===== config.mk =====
export PLATFORM = sky130hd
export DESIGN_NAME = instr_decoder
export DESIGN_NICKNAME = d
export VERILOG_FILES = /design/src/rtl/vld_pkg.sv /design/src/rtl/vld_format.sv /design/src/rtl/vld_fields.sv /design/src/rtl/vld_outreg.sv /design/src/rtl/instr_decoder.sv
export SDC_FILE = /design/constraint.sdc
export NUM_CORES = 1
export LEC_CHECK = 0
export BUFFER_PORTS_ARGS = -buffer_cell sky130_fd_sc_hd__buf_2
export CAP_MARGIN = 20
export CORE_MARGIN = 2
export CORE_UTILIZATION = 40
export DETAILED_ROUTE_END_ITERATION = 7
export GPL_ROUTABILITY_DRIVEN = 0
export PLACE_DENSITY = 0.76
export SYNTH_ARGS = -nofsm -noshare
export SYNTH_HDL_FRONTEND = slang
export SYNTH_HIERARCHICAL = 1
export SYNTH_SLANG_ARGS = --single-unit
export TNS_END_PERCENT = 1

===== constraint.sdc =====
create_clock -name clk -period 4.9 [get_ports clk]
set_input_delay 0.735 -clock clk [delete_from_list [all_inputs] [get_ports clk]]
set_output_delay 0.735 -clock clk [all_outputs]
set_load 0.01 [all_outputs]

===== src/rtl/vld_pkg.sv =====
package vld_pkg;

  localparam int WORD_W    = 32;
  localparam int WIN_BYTES = 6;
  localparam int WIN_W     = WIN_BYTES * 8;
  localparam int LEN_W     = 3;
  localparam int NIB_W     = 4;
  localparam logic [NIB_W-1:0] NO_REG = 4'hF;

  typedef enum logic [NIB_W-1:0] {
    OP_STOP  = 4'h0,
    OP_IDLE  = 4'h1,
    OP_MOVRR = 4'h2,
    OP_MOVIR = 4'h3,
    OP_STORE = 4'h4,
    OP_LOAD  = 4'h5,
    OP_ALU   = 4'h6,
    OP_BR    = 4'h7,
    OP_CALL  = 4'h8,
    OP_RET   = 4'h9,
    OP_PUSH  = 4'hA,
    OP_POP   = 4'hB
  } opcode_e;

  localparam logic [NIB_W-1:0] ALU_VAR_MAX = 4'd3;
  localparam logic [NIB_W-1:0] BR_VAR_MAX  = 4'd6;

  // where the constant starts inside the window
  typedef enum logic [1:0] {
    K_NONE = 2'd0,
    K_AT1  = 2'd1,
    K_AT2  = 2'd2
  } const_pos_e;

  typedef struct packed {
    logic [LEN_W-1:0] len;
    logic             has_regs;
    const_pos_e       kpos;
    logic             known;
  } format_t;

  typedef struct packed {
    logic [NIB_W-1:0]  opcode;
    logic [NIB_W-1:0]  variant;
    logic [NIB_W-1:0]  reg_a;
    logic [NIB_W-1:0]  reg_b;
    logic [WORD_W-1:0] kval;
    logic [LEN_W-1:0]  len;
    logic [WORD_W-1:0] next_pc;
    logic              illegal;
  } decoded_t;

endpackage


===== src/rtl/vld_format.sv =====
module vld_format
  import vld_pkg::*;
(
  input  logic [NIB_W-1:0] opcode,
  output format_t          fmt
);

  always_comb begin
    fmt = '{len: 3'd1, has_regs: 1'b0, kpos: K_NONE, known: 1'b1};
    case (opcode)
      OP_STOP, OP_IDLE, OP_RET: begin
        fmt.len = 3'd1;
      end
      OP_MOVRR, OP_ALU, OP_PUSH, OP_POP: begin
        fmt.len      = 3'd2;
        fmt.has_regs = 1'b1;
      end
      OP_BR, OP_CALL: begin
        fmt.len  = 3'd5;
        fmt.kpos = K_AT1;
      end
      OP_MOVIR, OP_STORE, OP_LOAD: begin
        fmt.len      = 3'd6;
        fmt.has_regs = 1'b1;
        fmt.kpos     = K_AT2;
      end
      default: begin
        fmt.known = 1'b0;
      end
    endcase
  end

endmodule


===== src/rtl/vld_fields.sv =====
module vld_fields
  import vld_pkg::*;
(
  input  logic [WIN_W-1:0]  window,
  input  format_t           fmt,
  output logic [NIB_W-1:0]  reg_a,
  output logic [NIB_W-1:0]  reg_b,
  output logic [WORD_W-1:0] kval,
  output logic              illegal
);

  localparam int KBYTES = WORD_W / 8;

  logic [7:0] bytes [WIN_BYTES];

  genvar gi;
  generate
    for (gi = 0; gi < WIN_BYTES; gi++) begin : g_split
      assign bytes[gi] = window[8*gi +: 8];
    end
  endgenerate

  logic [NIB_W-1:0] opc, var_n;
  assign opc   = bytes[0][7:4];
  assign var_n = bytes[0][3:0];

  assign reg_a = fmt.has_regs ? bytes[1][7:4] : NO_REG;
  assign reg_b = fmt.has_regs ? bytes[1][3:0] : NO_REG;

  // little-endian assembly: lowest window byte lands in the low bits
  generate
    for (gi = 0; gi < KBYTES; gi++) begin : g_kbyte
      always_comb begin
        case (fmt.kpos)
          K_AT1:   kval[8*gi +: 8] = bytes[gi+1];
          K_AT2:   kval[8*gi +: 8] = bytes[gi+2];
          default: kval[8*gi +: 8] = 8'h00;
        endcase
      end
    end
  endgenerate

  always_comb begin
    if (!fmt.known) begin
      illegal = 1'b1;
    end else begin
      case (opc)
        OP_ALU:  illegal = (var_n > ALU_VAR_MAX);
        OP_BR:   illegal = (var_n > BR_VAR_MAX);
        default: illegal = (var_n != 4'h0);
      endcase
    end
  end

endmodule


===== src/rtl/vld_outreg.sv =====
module vld_outreg #(
  parameter int W = 8
) (
  input  logic         clk,
  input  logic         rst_n,
  input  logic         up_valid,
  output logic         up_ready,
  input  logic [W-1:0] up_data,
  output logic         dn_valid,
  input  logic         dn_ready,
  output logic [W-1:0] dn_data
);

  logic         full_q;
  logic [W-1:0] data_q;

  assign up_ready = !full_q || dn_ready;
  assign dn_valid = full_q;
  assign dn_data  = data_q;

  always_ff @(posedge clk) begin
    if (!rst_n) begin
      full_q <= 1'b0;
    end else if (up_ready) begin
      full_q <= up_valid;
    end
  end

  always_ff @(posedge clk) begin
    if (up_valid && up_ready) begin
      data_q <= up_data;
    end
  end

endmodule


===== src/rtl/instr_decoder.sv =====
module instr_decoder
  import vld_pkg::*;
(
  input  logic              clk,
  input  logic              rst_n,
  input  logic              in_valid,
  output logic              in_ready,
  input  logic [WORD_W-1:0] in_pc,
  input  logic [WIN_W-1:0]  in_window,
  output logic              out_valid,
  input  logic              out_ready,
  output logic [NIB_W-1:0]  out_opcode,
  output logic [NIB_W-1:0]  out_variant,
  output logic [NIB_W-1:0]  out_reg_a,
  output logic [NIB_W-1:0]  out_reg_b,
  output logic [WORD_W-1:0] out_const,
  output logic [LEN_W-1:0]  out_len,
  output logic [WORD_W-1:0] out_next_pc,
  output logic              out_illegal
);

  localparam int DEC_W = $bits(decoded_t);

  format_t  fmt;
  decoded_t dec_d, dec_q;

  vld_format u_format (
    .opcode (in_window[7:4]),
    .fmt    (fmt)
  );

  logic [NIB_W-1:0]  f_ra, f_rb;
  logic [WORD_W-1:0] f_k;
  logic              f_bad;

  vld_fields u_fields (
    .window  (in_window),
    .fmt     (fmt),
    .reg_a   (f_ra),
    .reg_b   (f_rb),
    .kval    (f_k),
    .illegal (f_bad)
  );

  always_comb begin
    dec_d.opcode  = in_window[7:4];
    dec_d.variant = in_window[3:0];
    dec_d.reg_a   = f_ra;
    dec_d.reg_b   = f_rb;
    dec_d.kval    = f_k;
    dec_d.len     = fmt.len;
    dec_d.next_pc = in_pc + {{(WORD_W-LEN_W){1'b0}}, fmt.len};
    dec_d.illegal = f_bad;
  end

  vld_outreg #(.W(DEC_W)) u_outreg (
    .clk      (clk),
    .rst_n    (rst_n),
    .up_valid (in_valid),
    .up_ready (in_ready),
    .up_data  (dec_d),
    .dn_valid (out_valid),
    .dn_ready (out_ready),
    .dn_data  (dec_q)
  );

  assign out_opcode  = dec_q.opcode;
  assign out_variant = dec_q.variant;
  assign out_reg_a   = dec_q.reg_a;
  assign out_reg_b   = dec_q.reg_b;
  assign out_const   = dec_q.kval;
  assign out_len     = dec_q.len;
  assign out_next_pc = dec_q.next_pc;
  assign out_illegal = dec_q.illegal;

endmodule


==> results_dict.tcl, run 1 <==
set metrics [dict create \
    grt_max_degree 85 \
    ys_ff_latch 85 \
    ys_types 39 \
    drv_cap 0 \
    die_x_um 103 \
    rows 36 \
    post-dp-hpwl_mm 6.44 \
    holdWs_ns 0.505 \
    dp.cells 578 \
    grt_setup_unrepaired "false" \
    crit_type "primary input to register" \
    io_buffers 169 \
    startpoint_type "primary input" \
    ys_warn_count 6 \
    nets 549 \
    drv_slew 0 \
    worst_slew_pin_slew_ns 1.10 \
    setup_viol 0 \
    cts-root-buf "clkbuf_8" \
    die_h_um 103 \
    viasPerCell 4.99 \
    synth_top_area_cell "edfxtp_1" \
    stdcell_count 597 \
    p_leak_uw 0.00199 \
    finalCritPeriodShare_pct 63.0 \
    grt_pass1_vias 2839 \
    drc 0 \
    period_needed_ns 3.08 \
    area_growth_pct 28.8 \
    syn_nets 380 \
    coreArea_sq_um 9680 \
    synth-edff-count 84 \
    wl_per_cell_um 14.9 \
    max_slew_margin_pct 26.8 \
    ys_seq_area_share_pct 64.4 \
    io_pins 170 \
    ctsResizeCount 0 \
    worstPathMaxFanout 13 \
    status "finished clean" \
    antenna_found_initial 0 \
    routed_wl_mm 8.87 \
    critPathCaptureType "register" \
    initialDrtViolationCount 96 \
    numCtsBuffers 9 \
    cts-hold-fix-buffers 0 \
    critical_path_required_ns 5.01 \
    grt_usage_pct 16.4 \
    vias 2981 \
    setup_tns_ns 0 \
    fin_skew_ns 0.00979 \
    tritoncts "built" \
    grt_first_pass_wirelength_mm 13.4 \
    power_density_nw_per_um2 298 \
    hp-class "register to register" \
    drive_above_1_share_pct 42.5 \
    finalHoldViolCount 0 \
    start_util_pct 40.8 \
    grt_overflow_total 0 \
    synth_flop_cell "edfxtp_1" \
    clockBufferDepth 2 \
    syn_inst 290 \
    cts.sinks 85 \
    power_uw 1510 \
    pre_cts_ws_ns 1.45 \
    dieArea_sq_um 10700 \
    fmax_ghz 0.324 \
    path_cells "buf_2, or4b_4, o21ai_2, ha_1, nand3_1, a21oi_1, nand4_1, xnor2_1" \
    synth_area_sq_um 3950 \
    synth.area.top_cells "edfxtp_1 64%, a22oi_1 6.1%, xnor2_1 5.8%, nor2_1 3.5%, nand4_1 3.0%" \
    worstPathArrival_ns 3.20 \
    synth_top_area_share_pct 63.9 \
    h-tree-depth 3 \
    synth_async_sr_flop_share_pct 0 \
    clk_latency_ns 0.35 \
    synth.avg_cell_area_sq_um 13.6 \
    peakVddDrop_mv 0.142 \
    clk_pin_slew_ns 0.09 \
    critPathSlowestCell "a21oi_1" \
    first_pass_iters 4 \
    postRouteAntennaNets 0 \
    antenna_cells 0 \
    crit_path_max_incr_delay_ns 0.85 \
    cts_setup_buffers 0 \
    setup_slack_ns 1.82 \
]
[synthesized netlist by cell type (all sizes together), types with 3 or more instances]
| cell | instances |
|---|---|
| edfxtp | 84 |
| nor2 | 37 |
| a22oi | 32 |
| xnor2 | 26 |
| nand4 | 19 |
| nand2b | 13 |
| nand2 | 12 |
| buf | 11 |
| nand3 | 6 |
| a21oi | 5 |
| ha | 5 |
| inv | 5 |
| and3 | 4 |
| xor2 | 4 |
| clkbuf | 3 |
| nor3 | 3 |
| nor4 | 3 |
[power breakdown]
group,internal (uW),leakage (uW),switching (uW)
combinational,95.9,0.00110,134
clock,180,0.0000744,239
sequential,853,0.000821,11.5
[critical path: cells and delay by family]
family	cells	cell delay, ns
AOI/OAI and AO/OA	2	0.94
xor gates and xnor gates	1	0.19
adders and majority gates	1	0.21
buffers and inverters	1	0.17
and+or+nand+nor	3	0.95
[worst paths after layout]
check                                                    start  slack, ns  depth (start not counted)                             end
worst max-delay path                              in_window[6]       1.82                          8  u_outreg/dn_data[28]$_DFFE_PP_
worst min-delay path            u_outreg/dn_valid$_SDFFE_PN0P_       0.50                          2  u_outreg/dn_valid$_SDFFE_PN0P_
worst max register to register  u_outreg/dn_valid$_SDFFE_PN0P_       3.38                          3  u_outreg/dn_data[63]$_DFFE_PP_
worst min register to register  u_outreg/dn_valid$_SDFFE_PN0P_       0.50                          2  u_outreg/dn_valid$_SDFFE_PN0P_
[layout make-up]
cell class	count	area, sq um
clock inverters	5	27.5
well taps	133	166
flip-flops and latches	85	2540
inverters	5	18.8
fillers	851	4600
clock buffers	11	131
multi-input cells	186	1270
repair buffers	172	926
[cell families after synthesis]
family          synth area share, %
buf+inv                        3.33
fa+ha+maj                      2.09
xor+xnor                       6.65
compound gates                 7.51
mux                            1.08
flops                          64.4
simple gates                   15.0
[layout by cell type (no fill, tap or decap), types with 3 or more instances in the layout]
| master | count |
|---|---|
| buf_2 | 169 |
| edfxtp_1 | 84 |
| nor2_1 | 37 |
| a22oi_1 | 32 |
| xnor2_1 | 26 |
| nand4_1 | 19 |
| nand2b_1 | 12 |
| nand2_1 | 11 |
| clkbuf_8 | 9 |
| a21oi_1 | 5 |
| inv_1 | 5 |
| ha_1 | 5 |
| nand3_1 | 4 |
| xor2_1 | 4 |
| and3_1 | 3 |
| nor3_1 | 3 |
[metrics by stage]
step	area [sq um]	utilization (%)
after floorplan	3950	-
after global placement	4850	50.1
after detailed placement	4850	50.1
after CTS	5010	51.7
after global routing	5090	52.5
final	5090	52.5
[sequential cells by signal, indices dropped and copies added (netlist names)]
register / flops
u_outreg/dn_data: 84
u_outreg/dn_valid: 1
[per-layer routing]
layer,vias up,share of wire (%),GRT usage [%]
met5,-,0,0
li1,1427,-,-
met3,11,9.3,4.84
met2,136,49,27.8
met1,1407,40,19.3
met4,0,1.9,6.98
No activity file was read; power rests on OpenSTA's default activity.
==> inputs of run 2 (changes only) <==
ABC_AREA = 1   (was default)
PLACE_DENSITY = 0.77   (was 0.76)
clock period = 2.7 ns   (was 4.9 ns; I/O delays follow)
==> run 2 against run 1 <==
  * Clock skew is 0.0037 ns lower
  * Setup slack lost 1.2 ns
  * Critical path depth rose by 6
  * Total power up 86%
  * Final cell count increased by 30%
  * Via count rose by 27%
  * Worst hold slack got worse by 0.25 ns
  * Final area rose by 10%
  * Synthesized cell count increased by 57%
  * Clock power rose by 84%
  * Non-clock buffer count grew 2
  * Largest cell class unchanged
  * Sequential share of layout area decreased by 4.6 points
==> results_dict.tcl, run 2 <==
set metrics [dict create \
    setup_viol 0 \
    postRouteAntennaNets 0 \
    rrSetupSlack_ns 1.38 \
    tritoncts "built" \
    first_pass_iters 5 \
    synth_async_sr_flop_share_pct 0 \
    synth.avg_cell_area_sq_um 9.65 \
    timing.rr.start "u_outreg/dn_valid$_SDFFE_PN0P_" \
    ys_ff_latch 85 \
    syn_nets 546 \
    io_buffers 169 \
    coreArea_sq_um 10800 \
    synth-edff-count 84 \
    finalCritPeriodShare_pct 77.5 \
    fillerInstances 1009 \
    dr_wl_met2_mm 5.50 \
    wl_per_cell_um 14.2 \
    ys_top_cells_by_count "182 x nand2_1, 84 x edfxtp_1, 43 x nor2_1" \
    max_slew_margin_pct 65.8 \
    hp-class "primary input to register" \
    crit_start "in_window[6]" \
    cts-hold-fix-buffers 0 \
    startpoint_type "primary input" \
    peakVddDrop_mv 0.234 \
    dieArea_sq_um 11900 \
    synth_top_area_share_pct 57.3 \
    clk_pin_slew_ns 0.08 \
    die_x_um 109 \
    grt_first_pass_wirelength_mm 17.1 \
    worstPathMaxFanout 9 \
    grt_max_degree 85 \
    r2r_cells 2 \
    viasPerCell 4.89 \
    critPathCaptureType "register" \
    status "finished clean" \
    vias 3795 \
    grt_setup_unrepaired "false" \
    drc 0 \
    grt_overflow_total 0 \
    grt_usage_pct 18.7 \
    numCtsBuffers 9 \
    layout.cells.most_common "nand2_1" \
    cts-root-buf "clkbuf_8" \
    crit_end "u_outreg/dn_data[27]$_DFFE_PP_" \
    power_density_nw_per_um2 503 \
    regToRegEndpoint "u_outreg/dn_data[73]$_DFFE_PP_" \
    period_needed_ns 2.09 \
    clockBufferDepth 2 \
    drive_above_1_share_pct 38.2 \
    wl_met1_mm 4.31 \
    worst_slew_pin_slew_ns 0.514 \
    ctsResizeCount 0 \
    setup_tns_ns 0 \
    p_leak_uw 0.00236 \
    start_util_pct 40.8 \
    cts.sinks 85 \
    io_pins 170 \
    synth.area.top_cells "edfxtp_1 57%, nand2_1 16%, a21oi_2 6.0%, nor2_1 3.7%, inv_1 2.7%" \
    layout_common_cells "182 x nand2_1, 169 x buf_2, 84 x edfxtp_1" \
    holdWs_ns 0.252 \
    nets 721 \
    largest_reg_flops 84 \
    cts_setup_buffers 0 \
    antenna_found_initial 0 \
    h-tree-depth 3 \
    drv_cap 0 \
    area_growth_pct 27.2 \
    wl_met3_mm 1.08 \
    crit_type "primary input to register" \
    syn_inst 456 \
    synth_top_area_cell "edfxtp_1" \
    drv_slew 0 \
    multi_input_area_sq_um 1670 \
    worstPathArrival_ns 2.19 \
    rows 38 \
    ys_types 28 \
    critical_path_required_ns 2.80 \
    die_h_um 109 \
    regArea_sq_um 2540 \
    synth_area_sq_um 4400 \
    grt_pass1_vias 3633 \
    fin_skew_ns 0.00614 \
    clk_latency_ns 0.34 \
    antenna_cells 0 \
    synth_flop_cell "edfxtp_1" \
    initialDrtViolationCount 249 \
    finalHoldViolCount 0 \
    fmax_ghz 0.478 \
    ys_seq_area_share_pct 57.8 \
    routed_wl_mm 11.0 \
    ys_warn_count 6 \
    yosysMostFrequentCell "nand2_1" \
    post-dp-hpwl_mm 8.44 \
    top_layer "met4" \
]
[run 2: cell count changes in the layout (fill, tap and decap cells not counted), moves of 4 or more]
cell | previous run | this run
nand2b_1 | 12 | 0
a21oi_2 | 0 | 30
xor2_1 | 4 | 8
inv_2 | 0 | 4
a22oi_1 | 32 | 0
inv_1 | 5 | 32
nor2_1 | 37 | 43
nand4_1 | 19 | 1
nor2_2 | 0 | 10
nand3b_1 | 2 | 13
nand2_1 | 11 | 182
xnor2_1 | 26 | 6
[run 2: per-layer routing]
metal  up-vias  track usage (%)
met5         -                0
met4         0             5.31
met3        13             4.60
met2       201             33.1
met1      1747             22.5
li1       1834                -
[run 2: final cells by class]
class	instances	area share (%)
Timing Repair Buffer	174	16.5
Inverter	36	2.41
Clock inverter	6	0.536
Tap cell	140	3.13
Multi-Input combinational cell	325	29.7
Clock buffer	10	2.28
Sequential cell	85	45.4
[run 2: stage by stage]
stage / setup WS, ns / cell area [sq um] / instances / utilization [%] / total power [uW]
detailed placement: 0.230 / 5400 / 758 / 50.0 / 2070
global placement: 0.351 / 5400 / 758 / 50.0 / 2060
CTS: 0.614 / 5560 / 774 / 51.5 / 2840
floorplan: 0.402 / 4410 / 456 / - / 1850
finish: 0.609 / 5600 / 776 / 51.9 / 2820
global route: 0.491 / 5600 / 776 / 51.9 / 2950
[run 2: cells by family (layout without fill, tap and decap cells)]
group / after synthesis / in the layout / synth area share [%]
AOI/OAI and AO/OA: 38 / 38 / 6.96
xor gates and xnor gates: 14 / 14 / 2.79
adders and majority gates: 6 / 6 / 1.88
buffers and inverters: 46 / 226 / 4.66
DFF: 85 / 85 / 57.8
and+or+nand+nor: 267 / 267 / 26.0
[run 2: power breakdown]
part	internal [uW]	leakage, uW	switching [uW]
Sequential	1550	0.000820	22.2
Combinational	173	0.00146	299
Clock	324	0.0000809	446
Total	2050	0.00236	768
[run 2: how the worst min path moves through the flow]
| stage | startpoint | end | cells after the start |
|---|---|---|---|
| after floorplan | in_window[0] | u_outreg/dn_data[76]$_DFFE_PP_ | 0 |
| after CTS | in_window[3] | u_outreg/dn_data[79]$_DFFE_PP_ | 1 |
| final | in_window[3] | u_outreg/dn_data[79]$_DFFE_PP_ | 1 |
| after detailed placement | u_outreg/dn_valid$_SDFFE_PN0P_ | u_outreg/dn_valid$_SDFFE_PN0P_ | 2 |
| after global placement | u_outreg/dn_valid$_SDFFE_PN0P_ | u_outreg/dn_valid$_SDFFE_PN0P_ | 2 |
| after global routing | in_window[3] | u_outreg/dn_data[79]$_DFFE_PP_ | 1 |
[run 2: critical path: stages]
cell and delay (ns):
buf_2 0.17, inv_2 0.06, nor2_2 0.09, nand2_1 0.08, o21ai_2 0.12, inv_2 0.06
ha_1 0.20, fa_1 0.40, nand3_1 0.11, nand2_2 0.13, nand3_2 0.14, inv_1 0.06
nand3b_1 0.09, nand2_1 0.06
==> inputs of run 3 (changes only) <==
PLACE_DENSITY = 0.75   (was 0.77)
clock period = 2 ns   (was 2.7 ns; I/O delays follow)
==> run 3 against run 2 <==
  * Via count increased by 1.6%
  * Largest power group unchanged
  * Count of clock-buffer cells in the layout unchanged
  * Critical path type unchanged
  * Final area grew 3.1%
  * Total power rose by 45%
==> results_dict.tcl, run 3 (synthesis gave the netlist of run 2 again) <==
set metrics [dict create \
    status "finished clean" \
    area_growth_pct 31.1 \
    grt_pass1_vias 3780 \
    fmax_ghz 0.544 \
    startpoint_type "primary input" \
    numCtsBuffers 9 \
    pwr-share-comb_pct 16.5 \
    worst_slew_pin_slew_ns 0.470 \
    h-tree-depth 3 \
    routed_wl_mm 11.0 \
    tritoncts "built" \
    critPathCaptureType "register" \
    p_clk_share_pct 31.6 \
    antenna_cells 0 \
    clk_latency_ns 0.35 \
    io_buffers 169 \
    switchingPower_uw 1040 \
    setup_viol 0 \
    fillerInstances 982 \
    layout_common_cells "182 x nand2_1, 169 x buf_2, 84 x edfxtp_1" \
    drv_slew 0 \
    drv_cap 0 \
    fin_skew_ns 0.00894 \
    coreArea_sq_um 10800 \
    worstPathArrival_ns 1.96 \
    dp.cells 772 \
    cts_setup_buffers 0 \
    start_util_pct 40.8 \
    drive_above_1_share_pct 39.9 \
    die_x_um 109 \
    p_leak_uw 0.00244 \
    grt_usage_pct 19.1 \
    critical_path_required_ns 2.12 \
    ctsResizeCount 0 \
    timing.rr.start "u_outreg/dn_valid$_SDFFE_PN0P_" \
    grt_max_degree 85 \
    largest_reg_flops 84 \
    stdcell_count 787 \
    crit_start "in_window[6]" \
    grt_overflow_total 0 \
    grt_first_pass_wirelength_mm 17.5 \
    cts-root-buf "clkbuf_8" \
    internal_power_uw 3050 \
    power_density_nw_per_um2 708 \
    hp-class "primary input to register" \
    postRouteAntennaNets 0 \
    finalHoldViolCount 0 \
    crit_type "primary input to register" \
    finalCritPeriodShare_pct 91.9 \
    viasPerCell 4.90 \
    first_pass_iters 5 \
    seqPwrFrac_pct 51.9 \
    regToRegEndpoint "u_outreg/dn_data[35]$_DFFE_PP_" \
    max_slew_margin_pct 68.7 \
    rows 38 \
    peakVddDrop_mv 0.299 \
    layout.cells.most_common "nand2_1" \
    vias 3857 \
    regArea_sq_um 2540 \
    cts.sinks 85 \
    post-dp-hpwl_mm 8.42 \
    r2r_cells 2 \
    nets 733 \
    setup_slack_ns 0.162 \
    pre_cts_ws_ns -0.248 \
    rrSetupSlack_ns 0.70 \
    drc 0 \
    io_pins 170 \
    wl_per_cell_um 14.0 \
    clk_pin_slew_ns 0.09 \
    initialDrtViolationCount 235 \
    worstPathMaxFanout 9 \
    grt_setup_unrepaired "false" \
    clockBufferDepth 2 \
    die_h_um 109 \
    multi_input_area_sq_um 1690 \
    sw_frac_of_total_pct 25.5 \
    crit_end "u_outreg/dn_data[23]$_DFFE_PP_" \
    period_needed_ns 1.84 \
    cts-hold-fix-buffers 0 \
    antenna_found_initial 0 \
    dieArea_sq_um 11900 \
]
-- run 3: cell types whose count changed in the layout (fill, tap and decap cells not counted), sizes merged --
| cell | change |
|---|---|
| buf | +12 |
| bufinv | +2 |
| clkinv | -3 |
-- run 3: layout make-up --
| cell class | instances | share of cell area [%] |
|---|---|---|
| well taps | 140 | 3.03 |
| clock inverters | 5 | 1.32 |
| inverters | 36 | 2.34 |
| repair buffers | 186 | 17.7 |
| multi-input cells | 325 | 29.3 |
| flip-flops and latches | 85 | 44.1 |
| clock buffers | 10 | 2.21 |
-- run 3: worst max-delay path, stage by stage --
cell and delay (ns):
buf_2 0.17, inv_2 0.07, nor2_2 0.07, nand2_1 0.08, o21ai_2 0.08, inv_2 0.05, ha_1 0.20, fa_1 0.41
nand3_2 0.12, nand2_4 0.09, nand2_2 0.11, inv_1 0.06, nand3b_1 0.08, nand2_1 0.05
-- run 3: routing by layer --
| metal | vias to the layer above | track usage (%) | share of wire, % |
|---|---|---|---|
| met5 | - | 0 | 0 |
| met4 | 0 | 8.52 | 2.4 |
| met3 | 23 | 3.41 | 8.8 |
| met2 | 181 | 33.5 | 49 |
| met1 | 1790 | 22.8 | 40 |
| li1 | 1863 | - | - |
-- run 3: worst min-delay path by stage --
stage,startpoint,endpoint,slack (ns),depth (start not counted)
2_1_floorplan,in_window[0],u_outreg/dn_data[76]$_DFFE_PP_,0.40,0
3_3_place_gp,u_outreg/dn_valid$_SDFFE_PN0P_,u_outreg/dn_valid$_SDFFE_PN0P_,0.48,2
3_5_place_dp,u_outreg/dn_valid$_SDFFE_PN0P_,u_outreg/dn_valid$_SDFFE_PN0P_,0.49,2
4_1_cts,in_window[3],u_outreg/dn_data[79]$_DFFE_PP_,0.12,1
5_1_grt,in_window[3],u_outreg/dn_data[79]$_DFFE_PP_,0.12,1
6_report,in_window[3],u_outreg/dn_data[79]$_DFFE_PP_,0.13,1
-- run 3: metrics by stage --
stage	instance area (sq um)	total power (uW)	hold WS [ns]	setup TNS, ns	utilization, %
floorplan	4410	2500	0.399	-16.91	-
global placement	5540	2820	0.476	-3.11	51.4
detailed placement	5540	2830	0.492	-4.94	51.4
CTS	5750	4120	0.115	0	53.2
global route	5770	4250	0.118	0	53.5
finish	5770	4090	0.135	0	53.5
-- run 3: power by group through the flow --
stage                     logic [uW]  clock network, uW  registers [uW]
after floorplan                  269                  0            2230
after global placement           657                  0            2160
after detailed placement         669                  0            2160
after CTS                        670               1320            2130
after global routing             743               1380            2130
final                            675               1290            2120
